<file path="config.mk">
export PLATFORM = sky130hd
export DESIGN_NAME = wp_lock_ctrl
export DESIGN_NICKNAME = d
export VERILOG_FILES = /design/src/rtl/wpl_pkg.sv /design/src/rtl/wpl_addr_regs.sv /design/src/rtl/wpl_state_table.sv /design/src/rtl/wpl_walker.sv /design/src/rtl/wp_lock_ctrl.sv
export SDC_FILE = /design/constraint.sdc
export NUM_CORES = 1
export LEC_CHECK = 0
export ABC_CLOCK_PERIOD_IN_PS = 4500
export BUFFER_PORTS_ARGS = -buffer_cell sky130_fd_sc_hd__buf_4
export CAP_MARGIN = 20
export CORE_UTILIZATION = 45
export CTS_CLUSTER_SIZE = 10
export DETAILED_ROUTE_END_ITERATION = 10
export PLACE_DENSITY = 0.7
export SLEW_MARGIN = 0
export SYNTH_ARGS = -nofsm -noshare
export SYNTH_HDL_FRONTEND = slang
export SYNTH_SLANG_ARGS = --single-unit
</file>
<file path="constraint.sdc">
create_clock -name clk -period 4.5 [get_ports clk]
set_input_delay 0.9 -clock clk [delete_from_list [all_inputs] [get_ports clk]]
set_output_delay 0.9 -clock clk [all_outputs]
set_load 0.01 [all_outputs]
</file>
<file path="src/rtl/wpl_pkg.sv">
package wpl_pkg;
    // Per-block protection codes
    localparam logic [2:0] WP_TIGHT  = 3'b001;
    localparam logic [2:0] WP_LOCKED = 3'b010;
    localparam logic [2:0] WP_OPEN   = 3'b100;

    // Command codes
    localparam logic [7:0] OP_UNLOCK_RANGE = 8'h23;
    localparam logic [7:0] OP_UNLOCK_ALL   = 8'h27;
    localparam logic [7:0] OP_LOCK_RANGE   = 8'h2A;
    localparam logic [7:0] OP_TIGHT_RANGE  = 8'h2C;

    typedef enum logic [1:0] {ACT_OPEN, ACT_LOCK, ACT_TIGHT} act_t;
    typedef enum logic {ST_IDLE, ST_WALK} walk_st_t;
endpackage

</file>
<file path="src/rtl/wpl_addr_regs.sv">
module wpl_addr_regs #(
    parameter int AW = 6,
    parameter int DW = 16
) (
    input  logic          clk,
    input  logic          rst_n,
    input  logic          set_first,
    input  logic          set_last,
    input  logic [DW-1:0] wdata,
    output logic [AW-1:0] first_q,
    output logic [AW-1:0] last_q
);
    logic [AW-1:0] masked;
    assign masked = wdata[AW-1:0];

    always_ff @(posedge clk or negedge rst_n) begin
        if (!rst_n) begin
            first_q <= '0;
            last_q  <= '0;
        end else begin
            if (set_first) begin
                first_q <= masked;
                last_q  <= masked;
            end
            if (set_last) begin
                last_q <= masked;
            end
        end
    end
endmodule

</file>
<file path="src/rtl/wpl_state_table.sv">
module wpl_state_table
    import wpl_pkg::*;
#(
    parameter int NBLK = 64,
    parameter int IW   = 7
) (
    input  logic          clk,
    input  logic          rst_n,
    input  logic          we,
    input  logic [IW-1:0] widx,
    input  logic [2:0]    wval,
    input  logic [IW-1:0] ridx,
    output logic [2:0]    rval,
    input  logic [IW-1:0] qidx,
    output logic [2:0]    qval
);
    logic [2:0] ent [NBLK];

    for (genvar g = 0; g < NBLK; g++) begin : g_ent
        always_ff @(posedge clk or negedge rst_n) begin
            if (!rst_n) begin
                ent[g] <= WP_LOCKED;
            end else if (we && widx == IW'(g)) begin
                ent[g] <= wval;
            end
        end
    end

    always_comb begin
        rval = WP_LOCKED;
        qval = WP_LOCKED;
        for (int i = 0; i < NBLK; i++) begin
            if (ridx == IW'(i)) rval = ent[i];
            if (qidx == IW'(i)) qval = ent[i];
        end
    end
endmodule

</file>
<file path="src/rtl/wpl_walker.sv">
module wpl_walker
    import wpl_pkg::*;
#(
    parameter int NBLK = 64,
    parameter int AW   = 6,
    parameter int IW   = 7
) (
    input  logic          clk,
    input  logic          rst_n,
    input  logic          cmd_valid,
    input  logic [7:0]    cmd_code,
    input  logic [AW-1:0] first_idx,
    input  logic [AW-1:0] last_idx,
    input  logic          irq_clr,
    input  logic [2:0]    cur_state,
    output logic [IW-1:0] cur_idx,
    output logic          tbl_we,
    output logic [2:0]    tbl_val,
    output logic          busy,
    output logic          cmd_err,
    output logic [2:0]    wp_status,
    output logic          irq
);
    localparam logic [IW-1:0] TOP_IDX = IW'(NBLK - 1);
    localparam logic [IW-1:0] CNT_IDX = IW'(NBLK);

    walk_st_t      st, nxt;
    act_t          act, dec_act;
    logic          dec_known, dec_all;
    logic [IW-1:0] stop_idx;
    logic          accept, finish, fault;

    // Command decode
    always_comb begin
        dec_known = 1'b1;
        dec_all   = 1'b0;
        dec_act   = ACT_LOCK;
        unique case (cmd_code)
            OP_UNLOCK_RANGE: dec_act = ACT_OPEN;
            OP_UNLOCK_ALL:   begin dec_act = ACT_OPEN; dec_all = 1'b1; end
            OP_LOCK_RANGE:   dec_act = ACT_LOCK;
            OP_TIGHT_RANGE:  dec_act = ACT_TIGHT;
            default:         dec_known = 1'b0;
        endcase
    end

    // Next state and per-block action
    always_comb begin
        nxt     = st;
        accept  = 1'b0;
        finish  = 1'b0;
        fault   = 1'b0;
        tbl_we  = 1'b0;
        tbl_val = WP_LOCKED;
        unique case (st)
            ST_IDLE: begin
                if (cmd_valid && dec_known) begin
                    accept = 1'b1;
                    nxt    = ST_WALK;
                end
            end
            ST_WALK: begin
                if (cur_idx > stop_idx) begin
                    finish = 1'b1;                       // done
                end else if (cur_idx >= CNT_IDX) begin
                    finish = 1'b1;                       // fault
                    fault  = 1'b1;
                end else if (cur_state == WP_TIGHT && act != ACT_TIGHT) begin
                    finish = 1'b1;                       // blocked
                end else begin                           // advance
                    unique case (act)
                        ACT_OPEN:  begin tbl_we = 1'b1; tbl_val = WP_OPEN; end
                        ACT_LOCK:  begin tbl_we = 1'b1; tbl_val = WP_LOCKED; end
                        ACT_TIGHT: begin
                            tbl_we  = (cur_state != WP_OPEN);
                            tbl_val = WP_TIGHT;
                        end
                        default:   tbl_we = 1'b0;
                    endcase
                end
                if (finish) nxt = ST_IDLE;
            end
            default: nxt = ST_IDLE;
        endcase
    end

    // State register
    always_ff @(posedge clk or negedge rst_n) begin
        if (!rst_n) st <= ST_IDLE;
        else        st <= nxt;
    end

    // Outputs and walk context
    always_ff @(posedge clk or negedge rst_n) begin
        if (!rst_n) begin
            cur_idx   <= '0;
            stop_idx  <= '0;
            act       <= ACT_OPEN;
            cmd_err   <= 1'b0;
            wp_status <= WP_LOCKED;
            irq       <= 1'b0;
        end else begin
            if (accept) begin
                act      <= dec_act;
                cur_idx  <= dec_all ? '0 : IW'(first_idx);
                stop_idx <= dec_all ? TOP_IDX : IW'(last_idx);
                cmd_err  <= 1'b0;
            end else if (st == ST_WALK && !finish) begin
                cur_idx <= cur_idx + 1'b1;
            end
            if (fault)  cmd_err   <= 1'b1;
            if (tbl_we) wp_status <= tbl_val;
            if (finish)       irq <= 1'b1;
            else if (irq_clr) irq <= 1'b0;
        end
    end

    assign busy = (st == ST_WALK);
endmodule

</file>
<file path="src/rtl/wp_lock_ctrl.sv">
module wp_lock_ctrl
    import wpl_pkg::*;
#(
    parameter int  NBLK = 64,
    parameter int  DW   = 16,
    localparam int AW   = (NBLK > 1) ? $clog2(NBLK) : 1
) (
    input  logic          clk,
    input  logic          rst_n,
    input  logic          cmd_valid,
    input  logic [7:0]    cmd_code,
    input  logic          first_wr,
    input  logic          last_wr,
    input  logic [DW-1:0] addr_wdata,
    input  logic          irq_clr,
    input  logic [AW-1:0] qry_idx,
    output logic [2:0]    qry_state,
    output logic [AW-1:0] first_addr,
    output logic [AW-1:0] last_addr,
    output logic          busy,
    output logic          cmd_err,
    output logic [2:0]    wp_status,
    output logic          irq
);
    localparam int IW = AW + 1;

    logic [IW-1:0] cur_idx;
    logic [2:0]    cur_state;
    logic          tbl_we;
    logic [2:0]    tbl_val;

    wpl_addr_regs #(.AW(AW), .DW(DW)) u_regs (
        .clk(clk), .rst_n(rst_n),
        .set_first(first_wr), .set_last(last_wr), .wdata(addr_wdata),
        .first_q(first_addr), .last_q(last_addr)
    );

    wpl_state_table #(.NBLK(NBLK), .IW(IW)) u_tbl (
        .clk(clk), .rst_n(rst_n),
        .we(tbl_we), .widx(cur_idx), .wval(tbl_val),
        .ridx(cur_idx), .rval(cur_state),
        .qidx(IW'(qry_idx)), .qval(qry_state)
    );

    wpl_walker #(.NBLK(NBLK), .AW(AW), .IW(IW)) u_walk (
        .clk(clk), .rst_n(rst_n),
        .cmd_valid(cmd_valid), .cmd_code(cmd_code),
        .first_idx(first_addr), .last_idx(last_addr),
        .irq_clr(irq_clr), .cur_state(cur_state),
        .cur_idx(cur_idx), .tbl_we(tbl_we), .tbl_val(tbl_val),
        .busy(busy), .cmd_err(cmd_err), .wp_status(wp_status), .irq(irq)
    );
endmodule

</file>
# Word-level counts from Yosys, hierarchy flattened
# Index checks and enable logic that the tools add are counted.
[op_classes]
eq_ne = 135
n_reduce_logical = 78
bitwise_logic = 1
muxes = 163
magnitude_cmp = 2
addsub = 1
[op_table]
columns = ["cell", "n"]
rows = [
  ["$mux 3", 132],
  ["$eq 7x6->1 const B", 32],
  ["$eq 6x6->1 const B", 32],
  ["$eq 7x5->1 const B", 16],
  ["$eq 6x5->1 const B", 16],
  ["$logic_and 1x1->1", 67],
  ["$eq 7x4->1 const B", 8],
  ["$eq 6x4->1 const B", 8],
  ["$eq 8x6->1 const B", 4],
  ["$eq 7x3->1 const B", 4],
  ["$eq 6x3->1 const B", 4],
  ["$mux 6", 4],
  ["$mux 1", 21],
  ["$eq 7x2->1 const B", 2],
  ["$logic_not 7->1", 2],
  ["$mux 7", 2],
  ["$eq 6x2->1 const B", 2],
  ["$reduce_bool 2->1", 4],
  ["$add 7x1->7 const B", 1],
  ["$eq 7x1->1 const B", 1],
  ["$ge 7x7->1 const B", 1],
  ["$gt 7x7->1", 1],
  ["$eq 6x1->1 const B", 1],
  ["$pmux 3 s2", 1],
  ["other kinds (12)", 14],
]
[word_totals]
word_cells = 453
output_inout_bits = 21
ff_bits = 226
in_bits = 36

# Depth between registers and ports, before layout
# Gate-level depths: netlist of the first run.
[logic_depth]
word_depth = 76
ltp_mapped = 16
depth_no_buf = 12

# Hierarchy
# From an unflattened synthesis of the first run, not the netlist that was laid out.
[hier_totals]
hier_cells = 1501
hier_area_um2 = 14477.6
[by_module_without_submodules]
columns = ["mod", "cells_each", "area_per_inst_um2", "n_inst", "seq_area_each_um2"]
rows = [
  ["wpl_state_table", 1337, 12710.9, 1, 4884.7],
  ["wpl_walker", 137, 1273.7, 1, 526.8],
  ["wpl_addr_regs", 26, 489.2, 1, 300.3],
  ["wp_lock_ctrl", 1, 3.8, 1, 0.0],
]

# Least setup slack after synthesis of the first run
# No wires, ideal clock.
[synth_path]
path_kind = "input port to output port"
from = "in qry_idx[0]"
to = "out qry_state[0]"
path_slack_ns = 0.071
arrival_time_ns = 3.529
path_buffers = 6
required_ns = 3.600
path_stages = 12
cell_sequence = "clkbuf_1 clkbuf_1 clkbuf_1 clkbuf_1 clkbuf_1 clkbuf_1 o21ai_0 o21ai_0 o21ai_0 nand2_1 nor4_1 nor3_1"
[synth_between]
elab_chain_len = 65
word_cells_on_any_way = 128
classes_between = "eq/ne (63); mux (64); reduce/logical (1)"
[synth_lines]
columns = ["item", "line", "source"]
rows = [
  ["start: declaration", "wp_lock_ctrl.sv:16", "input logic [AW-1:0] qry_idx,"],
  ["$logic_not 7->1", "wpl_state_table.sv:34", "if (qidx == IW'(i)) qval = ent[i];"],
  ["$mux 3 (63 in series)", "wpl_state_table.sv:34", ""],
  ["$mux 3 (*)", "wpl_state_table.sv:34", ""],
  ["end: declaration", "wp_lock_ctrl.sv:17", "output logic [2:0] qry_state,"],
]
# Mark *: on every way between the ends. The rest lies on a longest branch, timed or not.

# Final worst setup path of the first run
[layout_path]
from = "in qry_idx[3]"
to = "out qry_state[0]"
# Same word-level chain as after synthesis.

==> summary.md, run 1 <==
| Metric | Value |
|---|---|
| Worst setup SP type | primary input |
| Fillers | 2953 |
| Clock skew | around 30 ps |
| Core area | 0.0326 mm2 |
| Hold Fails Final Rpt | 0 |
| Static leakage | 7.91 nW |
| Post-DRT Antenna Nets | 0 |
| Setup violators final | 0 |
| Synth-to-layout area growth | 29.7% |
| Final net count | 1996 |
| R2R setup slack | 90 ps |
| Slew margin rel. | approximately half |
| Max frequency | 0.224 GHz |
| Met1 global-route usage | 55.3% |
| Cell count of the worst reg-to-reg path | 15 |
| Multi-input logic area | 0.00846 mm2 |
| Die Ht | roughly 180 um |
| Clk buf depth | 3 |
| RSZ-0062 raised after global routing | no |
| Drt first pass iters | 7 |
| I/O Pins | 57 |
| Status | finished, final reports clean |
| Via count | ~16000 |
| Share of layout cells above drive strength 1 | roughly 34% |
| Tmin final | around 4500 ps |
| Cell Pwr Density | 466 mW/mm2 |
| R2r startpoint | u_walk.cur_idx[0]$_DFFE_PN0P_ |
| Max VDD drop | 0.000434 V |
| Sinks on Clock Net | roughly 230 |
| Vias in the first global route | 15086 |
| Initial antenna violation count | 0 |
| Worst Path Class, Setup | in -> out |
| Worst-Skew Late Latency | 580 ps |
| WL final | about 65 mm |
| Commonest cells in the netlist | 160 x dfrtp_1, 141 x nand2_1, 117 x nor2_1 |
| CP endpoint kind | output pin |
| CTS tree | yes |
| Site row count | 66 |
| DR DRC count | 0 |
| Critical path endpoint | qry_state[0] |
| Antenna Cells | 0 |
| Sequential Area | 0.00572 mm2 |
| GP Congestion | 1.07 |
| Fin crit share | 99.3% |
| Met2 global-route usage | 58.1% |
| Count leader, synth | dfrtp_1 |
| Clock Tree Root | clkbuf_16 |
| IO Port Bufs | 46 |
| Wire length per cell | 27.1 um |
| H-Tree Depth | 1 |
| Max cap viols | 0 |
| Syn Area/Cell | a little over 9 um2 |
| Total power | 9.03 mW |
| Final core occ | 59.4% |
| CP arrival | 3570 ps |
| RR Endpoint | u_tbl.ent[128]$_DFFE_PN0P_ |
| Slew at the pin closest to its max-slew limit | 719 ps |
| Clock slew at reported path FFs | 60 ps |
| Starting density of the core | 45.8% |
| Synth cell types | just under 100 |
| Synth warnings | 0 |
| Worst Hold Class | in -> async |
| Critical Path Source | qry_idx[3] |
| Share of flip-flops with an asynchronous set or reset | 100% |
| First-pass GRT wire length | 97.4 mm |
| Vias per cell | approximately 6.5 |
| Largest net degree at the start of global routing | 82 |
| Syn_nets | 1678 |
| Drt first-iter violations | roughly 1900 |
| Horiz. Die Dim | 184 um |
| Peak fanout along the critical path | 8 |
| Most area-hungry cell type in the Yosys netlist | dfrtp_1 |
| Num CTS Buffers | 28 |
| Post-synthesis instance total | 1632 |
| Final Slew Violations | 0 |
| Total Die Area | 0.0339 mm2 |
| Grt peak-use layer | met2 |
| Register area share after synthesis | 38.2% |
| GRT Util Overall | 38.8% |
| Top cell type's share of synthesized area | 26.8% |
| Met3 Track Usage GR | 7.27% |
| EDFF count, synth | 0 |
| Gr ovfl total | 0 |
| Hold-fix buffers, CTS | 0 |
| Synth top area cells | dfrtp_1 27%, dfstp_2 11%, o22ai_1 4.7% |
| Synth Flop Type | dfrtp_1 |
| Hpwl dp | 50.8 mm |
| #FFs+latches synth | 225 |
| CP Data Required Time | around 3600 ps |
| Synthesized area | approximately 0.015 mm2 |
## per-layer routing
layer,wire length [um],part of all wire (%),vias to the layer above
li1,-,-,6801
met1,28200,43,7655
met2,28100,43,951
met3,6280,9.6,181
met4,2860,4.4,0
met5,0,0,-
## registers in the layout, summed over array words and instances, names as in the netlist
name / flops
u_regs.first_q: 6
u_regs.last_q: 6
u_walk.act: 2
u_walk.irq: 1
u_walk.busy: 1
u_walk.stop_idx: 6
u_tbl.ent: 192
u_walk.wp_status: 3
u_walk.cmd_err: 1
u_walk.cur_idx: 7
## worst min-delay path by stage
stage                     slack, ps                               to                       startpoint  cells after the start
after CTS                       320  u_walk.wp_status[2]$_DFFE_PN0P_                            rst_n                      1
after floorplan                 470        u_tbl.ent[61]$_DFFE_PN1P_        u_tbl.ent[61]$_DFFE_PN1P_                      1
final                           280  u_walk.wp_status[2]$_DFFE_PN0P_                            rst_n                      1
after global placement          460  u_walk.wp_status[1]$_DFFE_PN1P_  u_walk.wp_status[1]$_DFFE_PN1P_                      2
after detailed placement        470  u_walk.wp_status[1]$_DFFE_PN1P_  u_walk.wp_status[1]$_DFFE_PN1P_                      2
after global routing            340  u_walk.wp_status[2]$_DFFE_PN0P_                            rst_n                      1
## final cells by class
type / count / area share, %
clock buffers: 44 / 4.08
clock inverters: 5 / 0.336
flip-flops and latches: 225 / 29.5
multi-input cells: 1180 / 43.6
repair buffers: 408 / 17.5
well taps: 442 / 2.85
inverters: 107 / 2.10
## through the flow
step	hold WS (ps)	area, um2	setup TNS, ps	cells	worst slack (ps)
finish	284	19400	0	2411	31.1
global route	343	19400	0	2411	3.15
floorplan	468	14900	0	1632	70.5
global placement	462	18200	-73040	2356	-509
detailed placement	468	18200	-84060	2356	-577
CTS	320	19200	0	2408	0.196
## cells by family (layout without fill, tap and decap cells)
| family | count (synthesis) | in the layout | synth area share (%) |
|---|---|---|---|
| AO/OA/AOI/OAI | 591 | 591 | 29.3 |
| AND/OR/NAND/NOR | 477 | 477 | 16.6 |
| buffers and inverters | 227 | 564 | 6.92 |
| flip-flops | 225 | 225 | 38.2 |
| multiplexers | 101 | 101 | 8.02 |
| adder cells (fa/ha/maj) | 10 | 10 | 0.837 |
| XOR/XNOR | 1 | 1 | 0.0586 |
## worst max-delay path: stages
cell,delay [ps]
buf_8,120
nand2b_4,140
o22ai_1,70
mux4_2,510
o31ai_4,260
o311ai_2,130
a222oi_1,450
o22ai_1,220
a21oi_2,250
nor4_2,90
nor3_2,240
buf_4,170
## placed cells by master (no fill, tap or decap), types with 11 or more instances in the layout
cell type | synthesis | layout
a22o_1 | 22 | 22
nand3_1 | 46 | 46
a31oi_1 | 19 | 18
o22ai_1 | 113 | 112
o2111ai_1 | 13 | 12
a22oi_1 | 17 | 16
dfstp_2 | 65 | 65
inv_1 | 107 | 104
nand2b_1 | 19 | 18
a211oi_1 | 12 | 12
dfrtp_1 | 160 | 157
buf_4 | 6 | 379
mux2_1 | 44 | 44
nand2_1 | 141 | 137
o2bb2ai_1 | 17 | 17
o211ai_1 | 23 | 23
o21ai_1 | 16 | 18
a221oi_1 | 15 | 15
mux2_2 | 36 | 36
clkbuf_1 | 50 | 13
buf_12 | 3 | 24
nor2b_1 | 17 | 15
clkbuf_16 | 0 | 28
mux2i_1 | 14 | 13
a21oi_1 | 86 | 84
nand4_1 | 11 | 11
nor3_1 | 35 | 34
o221ai_1 | 12 | 11
a21oi_4 | 30 | 30
nor2_1 | 117 | 114
o21ai_0 | 80 | 78
## power by group
part	leakage [nW]	internal [mW]	switching, mW
clock	0.415	1.25	0.896
sequential	2.81	2.30	0.296
combinational	4.69	1.81	2.48
## timing repair
action / in CTS / in global routing
pin swaps: 7 / 13
resized for setup: 15 / 48
setup endpoints to repair: 203 / 154
cloned: 0 / 0
setup buffers: 3 / 3
No activity file was read; power rests on OpenSTA's default activity.
==> inputs of run 2 (changes only) <==
--- a/config.mk
+++ b/config.mk
@@ -8,6 +8,7 @@
 export ABC_CLOCK_PERIOD_IN_PS = 4500
 export BUFFER_PORTS_ARGS = -buffer_cell sky130_fd_sc_hd__buf_4
 export CAP_MARGIN = 20
+export CORE_MARGIN = 3
 export CORE_UTILIZATION = 45
 export CTS_CLUSTER_SIZE = 10
 export DETAILED_ROUTE_END_ITERATION = 10
==> run 2 against run 1 <==
  * Via count is essentially flat
  * Maximum frequency grew 0.50%
  * Global-route usage shrank 2.5 points
  * Final cell count shrank 1.3%
  * Clock skew shrank 10 ps
  * Critical path type is now reg -> reg
  * Largest cell class unchanged
==> summary.md, run 2 (synthesis results as in run 1) <==
| Metric | Value |
|---|---|
| Clock Tree Root | clkbuf_16 |
| Clk buf depth | 3 |
| CP endpoint kind | register |
| Drt first-iter violations | 2067 |
| Fin Hold WS | 304 ps |
| Starting density of the core | 45.8% |
| Total Die Area | 0.0354 mm2 |
| Slew at the pin closest to its max-slew limit | 718 ps |
| Hpwl dp | roughly 51 mm |
| Most frequent cells in the layout | 340 x buf_4, 157 x dfrtp_1, 137 x nand2_1, 113 x nor2_1, 113 x o22ai_1 |
| Share of layout cells above drive strength 1 | 33.1% |
| Setup violators final | 0 |
| Hold Fails Final Rpt | 0 |
| Gr ovfl total | 0 |
| Worst Hold Class | in -> async |
| Max frequency | 0.225 GHz |
| First-pass GRT wire length | 98.5 mm |
| Num CTS Buffers | 29 |
| Die Ht | 188 um |
| Final Slew Violations | 0 |
| Clock skew | 19.8 ps |
| Initial antenna violation count | 0 |
| Site row count | 66 |
| Peak fanout along the critical path | 13 |
| Max reg flops | approximately 190 |
| Max cap viols | 0 |
| CP Data Required Time | 4940 ps |
| Fillers | just under 3000 |
| I/O Pins | 57 |
| Wire length per cell | about 27 um |
| Sinks on Clock Net | approximately 230 |
| Horiz. Die Dim | 188 um |
| Tmin final | 4450 ps |
| GRT Util Overall | 36.3% |
| GP Congestion | roughly 1.0 |
| Multi-input logic area | 0.00843 mm2 |
| Clock slew at reported path FFs | 60 ps |
| Static leakage | slightly below 8 nW |
| Status | finished, final reports clean |
| CTS tree | yes |
| Sequential Area | 0.00572 mm2 |
| Top flop regs | u_tbl.ent (192), u_walk.cur_idx (7) |
| RSZ-0062 raised after global routing | yes |
| Top reg by flops | u_tbl.ent |
| Core area | 0.0326 mm2 |
| Vias in the first global route | 15279 |
| Cell Pwr Density | 467 mW/mm2 |
| Synth-to-layout area growth | 28.2% |
| WL final | 65.3 mm |
| Most common cell after layout, fill and taps aside | buf_4 |
| Worst-Skew Late Latency | between 500 and 600 ps |
| Vias per cell | between 6 and 7 |
| Fin crit share | 98.8% |
| Antenna Cells | 0 |
| Cell count of the worst reg-to-reg path | 18 |
| Worst setup SP type | register |
| Final net count | 1962 |
| H-Tree Depth | 1 |
| Worst Path Class, Setup | reg -> reg |
| Slew margin rel. | 51.5% |
| Largest net degree at the start of global routing | 88 |
| Drt first pass iters | 6 |
| Total power | 8.95 mW |
| Max VDD drop | ~0.00040 V |
| Post-DRT Antenna Nets | 0 |
| CP arrival | ~4900 ps |
| Hold-fix buffers, CTS | 0 |
| Via count | 15577 |
| IO Port Bufs | between 40 and 50 |
| DR DRC count | 0 |
==> run 2: cell types whose count changed in the layout (fill, tap and decap cells not counted), sizes merged <==
cell	delta
inv	+1
clkinv	+1
buf	-35
clkinvlp	+1
clkbuf	+1
==> run 2: worst paths after layout <==
path                                              endpoint                             from  slack [ps]
setup reg to reg                  u_tbl.ent[2]$_DFFE_PN0P_    u_walk.cur_idx[1]$_DFFE_PN0P_          50
setup / recovery                  u_tbl.ent[2]$_DFFE_PN0P_    u_walk.cur_idx[1]$_DFFE_PN0P_          50
hold reg to reg            u_walk.wp_status[1]$_DFFE_PN1P_  u_walk.wp_status[1]$_DFFE_PN1P_         470
hold / removal             u_walk.wp_status[2]$_DFFE_PN0P_                            rst_n         300
max in group asynchronous        u_tbl.ent[52]$_DFFE_PN1P_                            rst_n        3260
min in group clk           u_walk.wp_status[1]$_DFFE_PN1P_  u_walk.wp_status[1]$_DFFE_PN1P_         470
==> run 2: final cells by class <==
class / count / area share, %
Clock inverter: 8 / 0.385
Tap cell: 442 / 2.89
Multi-Input combinational cell: 1180 / 44.0
Timing Repair Buffer: 373 / 16.7
Clock buffer: 45 / 4.15
Inverter: 107 / 2.10
Sequential cell: 225 / 29.8
==> run 2: per-layer routing <==
layer	up-vias	share of wire [%]	global-route usage (%)
li1	6750	-	-
met1	7730	43	53.0
met2	943	43	54.9
met3	154	10	6.73
met4	0	3.9	11.1
met5	-	0	0
==> run 2: power breakdown <==
group          switching [mW]  internal [mW]  total (mW)
registers               0.296           2.30        2.60
clock network           0.914           1.27        2.18
logic                    2.46           1.71        4.17
==> run 2: repair_timing <==
item,in CTS,in global routing
pin swaps,5,9
buffers inserted,3,3
resized for setup,12,45
cloned,0,0
endpoints found under the setup margin,129,193
==> run 2: critical path, stage by stage, from the launching register on <==
cell and delay (ps):
dfrtp_2 440, inv_2 110, ha_2 230, buf_4 180, or4b_4 490, buf_4 170, nor2_2 150, a311o_1 230
a2111oi_2 80, buf_4 150, o2111a_2 340, o2111ai_4 240, a21oi_4 120, buf_12 170, a311o_2 340, buf_12 170
buf_12 170, a21oi_2 180, mux2_1 330
==> run 2: stage by stage <==
| stage | std cells | TNS (ps) | area (um2) | worst slack [ps] | util, % |
|---|---|---|---|---|---|
| floorplan | 1632 | 0 | 14900 | 70.5 | - |
| global placement | 2321 | -1780 | 18000 | -76.2 | 55.2 |
| detailed placement | 2321 | -2270 | 18000 | -105 | 55.2 |
| CTS | 2377 | 0 | 19000 | 7.76 | 58.1 |
| global route | 2380 | -147 | 19200 | -27.5 | 58.7 |
| finish | 2380 | 0 | 19200 | 53.3 | 58.7 |
==> inputs of run 3 (changes only) <==
--- a/config.mk
+++ b/config.mk
@@ -5,6 +5,7 @@
 export SDC_FILE = /design/constraint.sdc
 export NUM_CORES = 1
 export LEC_CHECK = 0
+export ABC_AREA = 1
 export ABC_CLOCK_PERIOD_IN_PS = 4500
 export BUFFER_PORTS_ARGS = -buffer_cell sky130_fd_sc_hd__buf_4
 export CAP_MARGIN = 20
==> run 3 against run 2 <==
  * The flow now finishes with violations (setup timing)
  * Sequential power shrank 19%
  * Largest cell class unchanged
  * Highest routed layer unchanged
  * Non-clock buffer count is 24 higher
  * Final area increased by 7.7%
  * Synthesized area fell by 7.2%
  * Sequential share of layout area decreased by 2.1 points
  * Register-to-register slack got worse by 2100 ps
  * Combinational power shrank 75%
  * Count of clock-buffer cells in the layout down 3
  * Core utilization grew 9.9 points
==> summary.md, run 3 <==
| Metric | Value |
|---|---|
| Vias per cell | 5.45 |
| Total Die Area | 0.0330 mm2 |
| Final net count | 2549 |
| Sequential power share | 40.8% |
| Setup ws final | -2090 ps |
| H-Tree Depth | 1 |
| Syn Area/Cell | ~6.5 um2 |
| Failing checks | setup timing |
| Tmin final | approximately 6600 ps |
| CP endpoint kind | output pin |
| Site row count | 63 |
| Top reg by flops | u_tbl.ent |
| Syn_nets | ~2200 |
| Static leakage | ~10 nW |
| Max cap viols | 0 |
| Clock Tree Root | clkbuf_16 |
| Max reg flops | between 150 and 200 |
| Hpwl dp | ~36 mm |
| Max VDD drop | 0.000289 V |
| Most common cell after layout, fill and taps aside | nand2_1 |
| Drt first-iter violations | 1455 |
| Part of the power in combinational logic | 20.3% |
| Largest family of logic cells by synthesized area | simple AND/OR/NAND/NOR gates |
| R2r startpoint | u_walk.cur_idx[0]$_DFFE_PN0P_ |
| Fin crit share | 146% |
| Vias in the first global route | 15759 |
| Antenna Cells | 0 |
| Worst setup SP type | primary input |
| Slew margin rel. | about a third |
| DR DRC count | 0 |
| Setup TNS Final | -408680 ps |
| Final Slew Violations | 0 |
| Switching Fraction | 30.0% |
| First-pass GRT wire length | 83.1 mm |
| Setup violators final | 207 |
| Final Non-Filler Cells | 2910 |
| Mux cell area share after synthesis | less than 1% |
| Worst Hold Class | in -> async |
| Synth cell types | 42 |
| RR Endpoint | u_tbl.ent[81]$_DFFE_PN0P_ |
| Top cell type's share of synthesized area | 28.9% |
| I/O Pins | 57 |
| Gr ovfl total | 0 |
| CP max stage cell | a2111oi_2 |
| Simple-gate portion of the synthesized area | ~42% |
| GRT Util Overall | 31.1% |
| Sw Pwr | 1.54 mW |
| Sinks on Clock Net | 225 |
| Max frequency | 0.152 GHz |
| Most frequent cells in the layout | 722 x nand2_1, 317 x buf_4, 222 x inv_1, 204 x nor2_1, 157 x dfrtp_1 |
| Synth top area cells | dfrtp_1 29%, nand2_1 24%, dfstp_2 12% |
| Placed cells | ~2800 |
| Slew at the pin closest to its max-slew limit | 1000 ps |
| Initial antenna violation count | 0 |
| Largest stage delay, worst path | between 200 and 300 ps |
| WL final | 52.3 mm |
| Top cell by count, worst path | nand2_1 |
| Wire length per cell | 18.0 um |
| Top flop regs | u_tbl.ent (192), u_walk.cur_idx (7) |
| CP arrival | 5690 ps |
| Share of flip-flops with an asynchronous set or reset | 100% |
| Clock skew | roughly 14 ps |
| Largest net degree at the start of global routing | 94 |
| Clk buf depth | 3 |
| Critical Path Source | qry_idx[0] |
| Post-synthesis compound-gate area fraction | approximately 7.1% |
| Post-DRT Antenna Nets | 0 |
| RSZ-0062 raised after global routing | yes |
| Clock share of power | 38.9% |
| Worst-Skew Late Latency | 560 ps |
| #FFs+latches synth | 225 |
| GP Congestion | 0.954 |
| Post-synthesis xor/xnor area fraction | less than 1% |
| CP Data Required Time | between 3000 and 4000 ps |
| Drt first pass iters | 6 |
| IO Port Bufs | 46 |
| Die Ht | 182 um |
| Synthesized area | 0.0139 mm2 |
| Cell count of the worst reg-to-reg path | 83 |
| Most area-hungry cell type in the Yosys netlist | dfrtp_1 |
| Status | complete, but fails checks |
| Worst Path Class, Setup | in -> out |
| CTS tree | yes |
| Starting density of the core | 46.2% |
| Via count | roughly 16000 |
| Synth Flop Type | dfrtp_1 |
| Share of synthesized cell area in full adder, half adder and majority cells | 0.902% |
| Commonest cells in the netlist | 882 x nand2_1, 246 x nand3_1, 234 x inv_1 |
| Peak fanout along the critical path | 3 |
| R2R setup slack | -2070 ps |
| P_int | 3.59 mW |
| Clock slew at reported path FFs | 60 ps |
| Core area | approximately 0.03 mm2 |
| Register area share after synthesis | 41.2% |
| Share of layout cells above drive strength 1 | 35.1% |
| Synth warnings | 0 |
| Synth-to-layout area growth | 48.8% |
| Horiz. Die Dim | 182 um |
| EDFF count, synth | 0 |
| Count leader, synth | nand2_1 |
| Cell Pwr Density | 249 mW/mm2 |
| Num CTS Buffers | 27 |
| Post-synthesis instance total | 2138 |
| Hold Fails Final Rpt | 0 |
-- run 3: metrics by stage --
stage | hold WS, ps | area, um2 | util [%] | setup WS [ps] | power [mW]
floorplan | 435 | 15200 | - | -1170 | 2.60
finish | 367 | 20600 | 68.7 | -2090 | 5.13
detailed placement | 455 | 18100 | 60.2 | -2400 | 3.00
global placement | 445 | 18100 | 60.2 | -2480 | 2.98
CTS | 403 | 20500 | 68.3 | -2080 | 5.07
global route | 405 | 20600 | 68.7 | -2700 | 5.34
-- run 3: logic make-up (layout without fill, tap and decap cells) --
group / Yosys count / in the layout
simple gates: 1421 / 1421
buf+inv: 304 / 686
flops: 225 / 225
compound gates: 175 / 175
fa+ha+maj: 10 / 10
mux: 2 / 2
xor+xnor: 1 / 1
-- run 3: final cells by class --
cell class	instances	area, um2
fill	2394	9400
sequential	225	5720
clock inverter	4	26.3
clock buffer	42	742
tap	390	488
multi-input combinational	1609	8840
timing repair buffer	397	3890
inverter	243	922
-- run 3: worst max-delay path by stage --
stage / end / cells after the start
3_3_place_gp: qry_state[1] / 44
3_5_place_dp: qry_state[1] / 44
6_report: qry_state[1] / 43
4_1_cts: u_tbl.ent[131]$_DFFE_PN0P_ / 84
2_1_floorplan: qry_state[1] / 41
5_1_grt: u_tbl.ent[162]$_DFFE_PN0P_ / 83
-- run 3: power groups by stage --
stage / sequential [mW] / combinational, mW / clock (mW)
detailed placement: 2.13 / 0.866 / 0
global route: 2.10 / 1.13 / 2.11
CTS: 2.10 / 0.960 / 2.02
finish: 2.10 / 1.04 / 2.00
floorplan: 2.13 / 0.463 / 0
global placement: 2.13 / 0.851 / 0
-- run 3: per-layer routing --
layer / vias up / global-route usage (%) / routed length [um]
li1: 7523 / - / -
met5: - / 0 / 0
met2: 604 / 52.1 / 24700
met1: 7556 / 40.6 / 21600
met3: 168 / 4.69 / 3560
met4: 0 / 12.5 / 2410
-- run 3: worst max-delay path: cells and delay by family --
family / cells / cell delay (ps)
AOI/OAI and AO/OA: 15 / 2370
buffers and inverters: 3 / 290
and+or+nand+nor: 25 / 2110
-- run 3: timing repair --
item,4_1_cts,5_1_grt
hold buffers,0,0
gates resized for setup,245,55
pin swaps,140,43
gates cloned,20,0
buffers inserted,28,9
endpoints found under the setup margin,207,207
